<file path="config.mk">
export PLATFORM = sky130hd
export DESIGN_NAME = alu_cmp_core
export DESIGN_NICKNAME = d
export VERILOG_FILES = /design/src/rtl/alu_cmp_pkg.sv /design/src/rtl/alu_logic_arith.sv /design/src/rtl/alu_shifter.sv /design/src/rtl/alu_compare.sv /design/src/rtl/alu_cmp_core.sv
export SDC_FILE = /design/constraint.sdc
export NUM_CORES = 1
export LEC_CHECK = 0
export ABC_CLOCK_PERIOD_IN_PS = 1350
export CAP_MARGIN = 25
export CORE_UTILIZATION = 30
export CTS_BUF_LIST = sky130_fd_sc_hd__clkbuf_8
export DETAILED_ROUTE_END_ITERATION = 7
export GPL_TIMING_DRIVEN = 0
export PLACE_DENSITY = 0.56
export SYNTH_ARGS = -nofsm -noshare
export SYNTH_HDL_FRONTEND = slang
export SYNTH_SLANG_ARGS = --single-unit
</file>
<file path="constraint.sdc">
create_clock -name clk -period 1.35 [get_ports clk]
set_clock_uncertainty 0.15 [all_clocks]
set_input_delay 0.27 -clock clk [delete_from_list [all_inputs] [get_ports clk]]
set_output_delay 0.27 -clock clk [all_outputs]
set_load 0.005 [all_outputs]
</file>
<file path="src/rtl/alu_cmp_pkg.sv">
package alu_cmp_pkg;

   localparam int OPC_W = 6;

   typedef enum logic [OPC_W-1:0] {
      OPC_NONE = 6'd0,
      OPC_OR   = 6'd1,
      OPC_AND  = 6'd2,
      OPC_XOR  = 6'd3,
      OPC_SHL  = 6'd4,
      OPC_RSHL = 6'd5,
      OPC_SHR  = 6'd6,
      OPC_RSHR = 6'd7,
      OPC_ADD  = 6'd8,
      OPC_SUB  = 6'd9,
      OPC_RSUB = 6'd10,
      OPC_CMP  = 6'd11
   } opc_e;

   // Class of an opcode, used to steer the result mux
   typedef enum logic [1:0] {
      CLS_NONE  = 2'd0,
      CLS_LOGAR = 2'd1,
      CLS_SHIFT = 2'd2,
      CLS_CMP   = 2'd3
   } opc_cls_e;

   function automatic opc_cls_e opc_class(input logic [OPC_W-1:0] code);
      opc_cls_e c;
      case (code)
         OPC_OR, OPC_AND, OPC_XOR, OPC_ADD, OPC_SUB, OPC_RSUB: c = CLS_LOGAR;
         OPC_SHL, OPC_RSHL, OPC_SHR, OPC_RSHR:                 c = CLS_SHIFT;
         OPC_CMP:                                              c = CLS_CMP;
         default:                                              c = CLS_NONE;
      endcase
      return c;
   endfunction

   // Reversed opcodes exchange operand roles
   function automatic logic opc_swaps(input logic [OPC_W-1:0] code);
      return (code == OPC_RSHL) || (code == OPC_RSHR) || (code == OPC_RSUB);
   endfunction

endpackage

</file>
<file path="src/rtl/alu_logic_arith.sv">
module alu_logic_arith
   import alu_cmp_pkg::*;
#(
   parameter int W = 16
) (
   input  logic [OPC_W-1:0] code,
   input  logic [W-1:0]     x,
   input  logic [W-1:0]     y,
   output logic [W-1:0]     out
);

   logic [W-1:0] sum_v;
   logic [W-1:0] diff_v;

   // One adder and one subtractor. A reversed subtract arrives already swapped.
   assign sum_v  = x + y;
   assign diff_v = x - y;

   always_comb begin
      case (code)
         OPC_OR:            out = x | y;
         OPC_AND:           out = x & y;
         OPC_XOR:           out = x ^ y;
         OPC_ADD:           out = sum_v;
         OPC_SUB, OPC_RSUB: out = diff_v;
         default:           out = '0;
      endcase
   end

endmodule

</file>
<file path="src/rtl/alu_shifter.sv">
module alu_shifter #(
   parameter int W      = 16,
   parameter bit BARREL = 1'b1
) (
   input  logic [W-1:0] val,
   input  logic [W-1:0] amt,
   input  logic         go_left,
   output logic [W-1:0] out
);

   localparam int LG = (W > 1) ? $clog2(W) : 1;
   localparam logic [W-1:0] W_AS_AMT = W[W-1:0];

   logic too_far;
   logic [W-1:0] shaped;

   // Amounts of W or more flush every bit out
   assign too_far = (amt >= W_AS_AMT);

   generate
      if (BARREL) begin : g_barrel
         logic [W-1:0] pre;
         logic [W-1:0] stg [0:LG];
         logic [W-1:0] post;

         // Right shifts reuse the left chain through bit reversal
         for (genvar i = 0; i < W; i++) begin : g_rev_in
            assign pre[i] = go_left ? val[i] : val[W-1-i];
         end

         assign stg[0] = pre;
         for (genvar k = 0; k < LG; k++) begin : g_stage
            assign stg[k+1] = amt[k] ? (stg[k] << (1 << k)) : stg[k];
         end

         for (genvar i = 0; i < W; i++) begin : g_rev_out
            assign post[i] = go_left ? stg[LG][i] : stg[LG][W-1-i];
         end

         assign shaped = post;
      end else begin : g_operator
         assign shaped = go_left ? (val << amt) : (val >> amt);
      end
   endgenerate

   assign out = too_far ? '0 : shaped;

endmodule

</file>
<file path="src/rtl/alu_compare.sv">
module alu_compare #(
   parameter int W = 16
) (
   input  logic [W-1:0] x,
   input  logic [W-1:0] y,
   output logic         is_eq,
   output logic         is_below,
   output logic         is_less
);

   assign is_eq    = (x == y);
   assign is_below = (x < y);
   assign is_less  = ($signed(x) < $signed(y));

endmodule

</file>
<file path="src/rtl/alu_cmp_core.sv">
module alu_cmp_core
   import alu_cmp_pkg::*;
#(
   parameter int W       = 16,
   parameter int FLW     = 16,
   parameter int EQ_POS  = 0,
   parameter int BE_POS  = 1,
   parameter int LT_POS  = 2,
   parameter bit BARREL  = 1'b1
) (
   input  logic                 clk,
   input  logic                 rst_n,
   input  logic [OPC_W-1:0]     op_code,
   input  logic [W-1:0]         opnd_a,
   input  logic [W-1:0]         opnd_b,
   input  logic [FLW-1:0]       flags_in,
   output logic [W-1:0]         result,
   output logic                 result_we,
   output logic [FLW-1:0]       flags_out
);

   localparam logic [FLW-1:0] CMP_MASK =
      (FLW'(1) << EQ_POS) | (FLW'(1) << BE_POS) | (FLW'(1) << LT_POS);

   // Elaboration-time checks on the parameters
   generate
      if (W < 2) begin : g_bad_w
         $error("alu_cmp_core: W must be at least 2");
      end
      if (FLW < 3) begin : g_bad_flw
         $error("alu_cmp_core: FLW must hold three flags");
      end
      if (EQ_POS >= FLW || BE_POS >= FLW || LT_POS >= FLW ||
          EQ_POS < 0 || BE_POS < 0 || LT_POS < 0) begin : g_bad_pos
         $error("alu_cmp_core: flag position outside flags word");
      end
      if (EQ_POS == BE_POS || EQ_POS == LT_POS || BE_POS == LT_POS) begin : g_dup_pos
         $error("alu_cmp_core: flag positions must differ");
      end
   endgenerate

   opc_cls_e     cls;
   logic         swap;
   logic [W-1:0] x_v, y_v;
   logic [W-1:0] la_out, sh_out;
   logic         go_left;
   logic         c_eq, c_be, c_lt;
   logic [W-1:0] res_nx;
   logic         we_nx;
   logic [FLW-1:0] fl_nx;

   assign cls     = opc_class(op_code);
   assign swap    = opc_swaps(op_code);
   assign x_v     = swap ? opnd_b : opnd_a;
   assign y_v     = swap ? opnd_a : opnd_b;
   assign go_left = (op_code == OPC_SHL) || (op_code == OPC_RSHL);

   alu_logic_arith #(.W(W)) u_logar (
      .code (op_code),
      .x    (x_v),
      .y    (y_v),
      .out  (la_out)
   );

   alu_shifter #(.W(W), .BARREL(BARREL)) u_shift (
      .val     (x_v),
      .amt     (y_v),
      .go_left (go_left),
      .out     (sh_out)
   );

   alu_compare #(.W(W)) u_cmp (
      .x        (opnd_a),
      .y        (opnd_b),
      .is_eq    (c_eq),
      .is_below (c_be),
      .is_less  (c_lt)
   );

   always_comb begin
      res_nx = '0;
      we_nx  = 1'b0;
      fl_nx  = flags_in;
      case (cls)
         CLS_LOGAR: begin
            res_nx = la_out;
            we_nx  = 1'b1;
         end
         CLS_SHIFT: begin
            res_nx = sh_out;
            we_nx  = 1'b1;
         end
         CLS_CMP: begin
            fl_nx[EQ_POS] = c_eq;
            fl_nx[BE_POS] = c_be;
            fl_nx[LT_POS] = c_lt;
         end
         default: ;
      endcase
   end

   always_ff @(posedge clk or negedge rst_n) begin
      if (!rst_n) begin
         result    <= '0;
         result_we <= 1'b0;
         flags_out <= '0;
      end else begin
         result    <= res_nx;
         result_we <= we_nx;
         flags_out <= fl_nx;
      end
   end

   // ---------------- assertions ----------------
   logic past_cmp, past_none, past_shift;
   assign past_cmp   = (op_code == OPC_CMP);
   assign past_none  = (cls == CLS_NONE);
   assign past_shift = (cls == CLS_SHIFT);

   // compare writes nothing
   p_cmp_nowrite_r10: assert property (@(posedge clk) disable iff (!rst_n)
      $past(rst_n) && $past(past_cmp) |-> !result_we && result == '0);

   // flag bits outside the compare trio pass through
   p_flag_keep_r10: assert property (@(posedge clk) disable iff (!rst_n)
      $past(rst_n) && $past(past_cmp) |->
         (flags_out & ~CMP_MASK) == ($past(flags_in) & ~CMP_MASK));

   // equal flag follows operand equality
   p_cmp_eq_r7: assert property (@(posedge clk) disable iff (!rst_n)
      $past(rst_n) && $past(past_cmp) |->
         flags_out[EQ_POS] == ($past(opnd_a) == $past(opnd_b)));

   // equality excludes both orderings
   p_eq_excl_r8: assert property (@(posedge clk) disable iff (!rst_n)
      $past(rst_n) && $past(past_cmp) && flags_out[EQ_POS] |->
         !flags_out[BE_POS] && !flags_out[LT_POS]);

   // idle and unknown opcodes touch nothing
   p_nonalu_r11: assert property (@(posedge clk) disable iff (!rst_n)
      $past(rst_n) && $past(past_none) |->
         !result_we && flags_out == $past(flags_in));

   // oversize shift amount gives zero
   p_big_shift_r6: assert property (@(posedge clk) disable iff (!rst_n)
      $past(rst_n) && $past(past_shift) && ($past(y_v) >= W) |-> result == '0);

endmodule

</file>
==> After elaboration in Yosys (flattened, before gate mapping) <==
Memory sizes are Yosys's and may differ from the RTL's.
Cells that the tools add are included.
W data, S select, Z words.
{ "op_classes": {"n_addsub": 2, "n_lt_le_gt_ge": 3, "eq_ne": 13, "muxes": 44, "n_bitwise": 3, "reduce_logical": 6} }
{ "ops": {"columns": ["op", "count"], "rows": [
  ["$mux W16", 7],
  ["$pmux W16 S5", 1],
  ["$mux W1", 33],
  ["$lt A16 B16 Y1", 2],
  ["$pmux W16 S2", 1],
  ["$eq A6 B3 Y1 const B", 3],
  ["$eq A6 B4 Y1 const B", 3],
  ["$add A16 B16 Y16", 1],
  ["$and A16 B16 Y16", 1],
  ["$eq A16 B16 Y1", 1],
  ["$ge A16 B5 Y1 const B", 1],
  ["$or A16 B16 Y16", 1],
  ["$sub A16 B16 Y16", 1],
  ["$xor A16 B16 Y16", 1],
  ["$eq A6 B2 Y1 const B", 2],
  ["$eq A6 B1 Y1 const B", 1],
  ["$eq A2 B2 Y1 const B", 2],
  ["$reduce_or A2 Y1", 2],
  ["$logic_or A1 B1 Y1", 3],
  ["$mux W3", 1],
  ["$eq A2 B1 Y1 const B", 1],
  ["$logic_not A2 Y1", 1],
  ["$mux W2", 1]
]} }
{ "totals": {"ff_bits": 33, "rom_bits": 32, "in_bits": 56, "output_inout_bits": 33, "n_memories": 1} }
{ "mem_list": {"columns": ["memory", "words", "width", "read_ports", "rd_ports_with_merged_regs", "wr", "line", "text"], "rows": [
  ["(no name shown)", 16, 2, 1, 0, 0, "alu_cmp_pkg.sv:30", "case (code)"]
]} }

==> Logic depth before layout (Yosys ltp) <==
{ "depth": {"ltp_word": 12, "ltp_mapped": 21, "mapped_depth_nobuf": 18} }

==> By module <==
Synthesis repeated with hierarchy kept, for this count alone.
{ "unflattened": {"hier_cells": 615, "area_unflattened_um2": 5452.7} }
{ "modules_own_cells": {"columns": ["mod", "n_inst", "cells_per_inst", "area_per_inst_um2", "seq_area_each_um2"], "rows": [
  ["alu_logic_arith", 1, 271, 2001.9, 0.0],
  ["alu_cmp_core", 1, 125, 1694.1, 825.8],
  ["alu_shifter", 1, 163, 1341.3, 0.0],
  ["alu_compare", 1, 56, 415.4, 0.0]
]} }

==> Worst setup path after synthesis <==
No wires, ideal clock.
{ "synth_path": {"kind": "input to register", "startpoint": "input op_code[5]", "endpoint": "register result[15]", "setup_time_ps": 139, "arrival_time_ps": 4498, "t_required_ps": 1061, "path_slack_ps": -3437, "stages": 19, "path_buffers": 6, "cell_sequence": "or2_2 clkbuf_1 a21oi_1 buf_4 buf_4 buf_1 clkbuf_1 clkbuf_1 o21ai_0 ha_1 o21ai_0 a41o_1 a2111oi_0 nor2_1 o31ai_1 a2111oi_0 or3_1 xnor2_1 o221ai_1"} }
{ "synth_via": {"elab_chain_cells": 12, "word_cells_on_any_way": 49} }
{ "synth_rtl": {"columns": ["item", "line", "text"], "rows": [
  ["start: declaration", "alu_cmp_core.sv:13", "input logic [OPC_W-1:0] op_code,"],
  ["branches (longest 11 deep; another with $sub A16 B16 Y16)", null, null],
  ["$pmux W16 S2 *", "alu_cmp_core.sv:84", "case (cls)"],
  ["named net res_nx[15]", "alu_cmp_core.sv:48", "logic [W-1:0] res_nx;"],
  ["end signal: assignment", "alu_cmp_core.sv:108", "result <= res_nx;"],
  ["end: declaration", "alu_cmp_core.sv:17", "output logic [W-1:0] result,"]
]} }
Mark *: on every way through the listed nets, which the timed path passes.

==> Worst setup path after layout <==
{ "layout_path": {"startpoint": "input op_code[1]", "endpoint": "register result[14]"} }
The elaborated chain is that of the path after synthesis.

==> key figures <==
Detailed routing
  – Pre-antenna DRT Iters: 5
  – DR WL/cell: 21.0 µm
  – DR vias: 5952
  – First DRT Iteration DRCs: 474
  – Via density: roughly 5.6
  – Remaining DRCs: 0
  – Remaining antenna violation count: 0
  – Routed WL: 22.2 mm

CTS
  – Clock Tree Buf Depth: 2
  – H-tree depth: 2
  – CTS tree: built
  – # hold bufs at CTS: 0
  – Root Buffer: clkbuf_8
  – CTS buffer count: 5
  – Worst-path clk slew: approximately 0.06 ns
  – Number of clock sinks seen by CTS: 33

STA
  – Final WS setup: -2.93 ns
  – Max Clk Rate: roughly 0.23 GHz
  – RSZ-0062 raised after global routing: yes
  – Slew Viols, Final: 0
  – Setup violations, final: 20
  – Worst slew pin tran: 1.26 ns
  – Setup TNS: -44.61 ns
  – Endpoints failing hold: 0
  – Slew margin rel.: 16.0%
  – Tcrit/Tclk final: 317%
  – Hold slack final: 0.212 ns
  – Tmin final: 4.28 ns

Synth
  – Post-synth EDFFs: 0
  – Cell variety after synth: 69
  – Netlist Area Pre-Place: 5320 µm²
  – Ys Warns: 0
  – Post-synthesis sequential area ratio: between 10% and 20%
  – Mapped Cells: 673
  – Synthesized area per cell: 7.91 µm²
  – Seq cells post-synth: 33
  – Post-synth ARST share: 100%
  – Most used DFF post-synth: dfrtp_1
  – Post-synth net total: about 800

Min path
  – Hold Path Class: in2reg

Floorplan
  – Die ar.: between 15000 and 20000 µm²
  – Ports: 89
  – Chip height: 135 µm
  – Core ar.: 17300 µm²
  – Row cnt: 48
  – Die extent in x: 135 µm
  – Initial Util: 30.8%

Finish
  – Most frequent cells in the layout: mux2i_1 (71), buf_4 (66), nand2_1 (64)
  – FF/Latch Area: 826 µm²
  – Final #Nets: 960
  – Multi-input logic area: about 4900 µm²
  – Layout cells sized above 1: a little under a third
  – Layout area overhead: 50.9%
  – Layout fillers: 1672
  – Leading cell type in the layout, fill and taps excluded: mux2i_1
  – ANT cells: 0
  – Post-Layout Cell Count: 1059

Setup path
  – Setup Crit Path Kind: in2reg
  – Worst-path cell chain: buf_8 -> buf_8 -> and4bb_2 -> o21ai_4 -> buf_6 -> mux2i_4 -> buf_6 -> buf_8 -> ha_4 -> a21oi_4 -> xor2_1 -> ha_2 -> a2111o_1 -> a31oi_4 -> o31ai_4 -> a21o_1 -> a21o_1 -> nor2_1 -> o21bai_1 -> xnor2_1 -> o221ai_1
  – Critical path's largest stage delay: 0.46 ns
  – Crit path max-delay cell type: a2111o_1
  – Req. time, crit path: 1.33 ns
  – Cell mode on critical path: buf_8
  – Crit path max fanout: 5
  – Crit path DAT: 4.26 ns
  – Element type at the critical path end: flop
  – CP Launch Type: primary input

Power
  – Clock group share of total power: between 15 and 20%
  – Pint: 2.65 mW
  – Power Dens Cells: 562 nW/µm²
  – Pleak: 3.54 nW
  – Comb power frac: 61.9%
  – Switching Share: between 40% and 50%
  – Sequential power share: ~23%
  – Worst vdd ir: 0.000474 V
  – NetSw: 1.87 mW

GRT
  – First-pass GRT wire length: ~33 mm
  – Vias in the first global route: 5671
  – Remaining Overflow, GRT: 0
  – Initial antenna violation count: 0
  – Largest net degree at the start of global routing: 21
  – GRT Resource Usage Total: a little under a quarter

Place
  – Port bufs: 87
  – Setup WS pre-CTS: -4.39 ns
  – Placed cells: between 900 and 1000
  – DPL Wire Length: 16.8 mm
  – GPL Wtd Cong: 0.936

Run
  – Max-cap check violation count: 0

Outcome
  – Violated checks: setup timing
  – Status: finished with violations
cell usage after synthesis, drive strengths merged, types with 5 or more instances:
cell type / n / share of area [%]
inv: 55 / 3.9
nor2: 41 / 2.9
nand3: 10 / 0.94
nor3: 16 / 1.5
a2111oi: 6 / 0.99
a31oi: 13 / 1.5
o211ai: 6 / 0.85
o221ai: 6 / 0.99
buf: 17 / 1.8
o21bai: 5 / 0.71
ha: 69 / 16
mux2i: 82 / 15
o21ai: 46 / 4.4
o22ai: 16 / 2.0
or3: 6 / 0.71
dfrtp: 33 / 16
clkbuf: 17 / 1.2
xnor2: 23 / 3.8
nor4: 10 / 1.2
xor2: 7 / 1.2
a21oi: 34 / 3.2
mux2: 10 / 2.1
a22oi: 17 / 2.4
nand2: 67 / 4.7
cell type report:
class | count | share of cell area, %
Tap cell | 225 | 3.50
Timing Repair Buffer | 156 | 17.2
Buffer | 32 | 4.10
Multi-Input combinational cell | 551 | 61.2
Inverter | 55 | 2.62
Sequential cell | 33 | 10.3
Clock buffer | 6 | 1.03
Clock inverter | 1 | 0.0467
timing repair:
| item | in CTS | in global routing |
|---|---|---|
| resized for setup | 262 | 87 |
| endpoints found under the setup margin | 53 | 37 |
| pin swaps | 54 | 46 |
| buffers inserted | 55 | 14 |
per-stage QoR:
step	utilization, %	power, mW	instance area, µm²
3_3_place_gp	38.5	3.12	6660
3_5_place_dp	38.7	3.13	6690
6_report	46.5	4.52	8040
4_1_cts	44.8	4.28	7740
5_1_grt	46.5	4.77	8040
2_1_floorplan	-	2.35	5510
registers in the layout (all words and copies together), names as in the netlist:
name and count:
flags_out 16, result 16, result_we 1
final timing paths:
kind / startpoint / end / slack [ns] / depth (start not counted)
setup / recovery: op_code[1] / result[14] / -2.93 / 21
hold / removal: op_code[2] / result[13] / 0.21 / 4
max in group asynchronous: rst_n / result[7] / 0.22 / 2
min in group asynchronous: rst_n / result[15] / 0.28 / 1
per-layer routing:
layer  vias to the layer above  GRT usage (%)  wire length, µm
li1                       2774              -                -
met5                         -              0                0
met3                        46           2.77             1830
met2                       318           39.3            10000
met1                      2814           32.2             9470
met4                         0           8.61              853
logic make-up after synthesis:
kind of cell	after synthesis	share of synthesized area (%)
AND/OR/NAND/NOR	173	15.1
buffers and inverters	89	6.91
flip-flops	33	15.5
XOR/XNOR	30	4.94
multiplexers	93	18.0
adder cells (fa/ha/maj)	70	16.6
AO/OA/AOI/OAI	185	22.9
critical path, delay by kind of cell:
kind / cells / cell delay, ns
buf+inv: 5 / 0.60
compound gates: 9 / 1.73
fa+ha+maj: 2 / 0.51
mux: 1 / 0.30
xor+xnor: 2 / 0.47
simple gates: 2 / 0.37
power groups by stage:
stage	Combinational, mW	Sequential [mW]	Clock, mW
2_1_floorplan	1.30	1.05	0
3_3_place_gp	2.08	1.04	0
3_5_place_dp	2.09	1.04	0
4_1_cts	2.52	1.02	0.732
5_1_grt	2.95	1.02	0.787
6_report	2.80	1.02	0.699
Note: power is estimated with default switching activity, not from simulation.
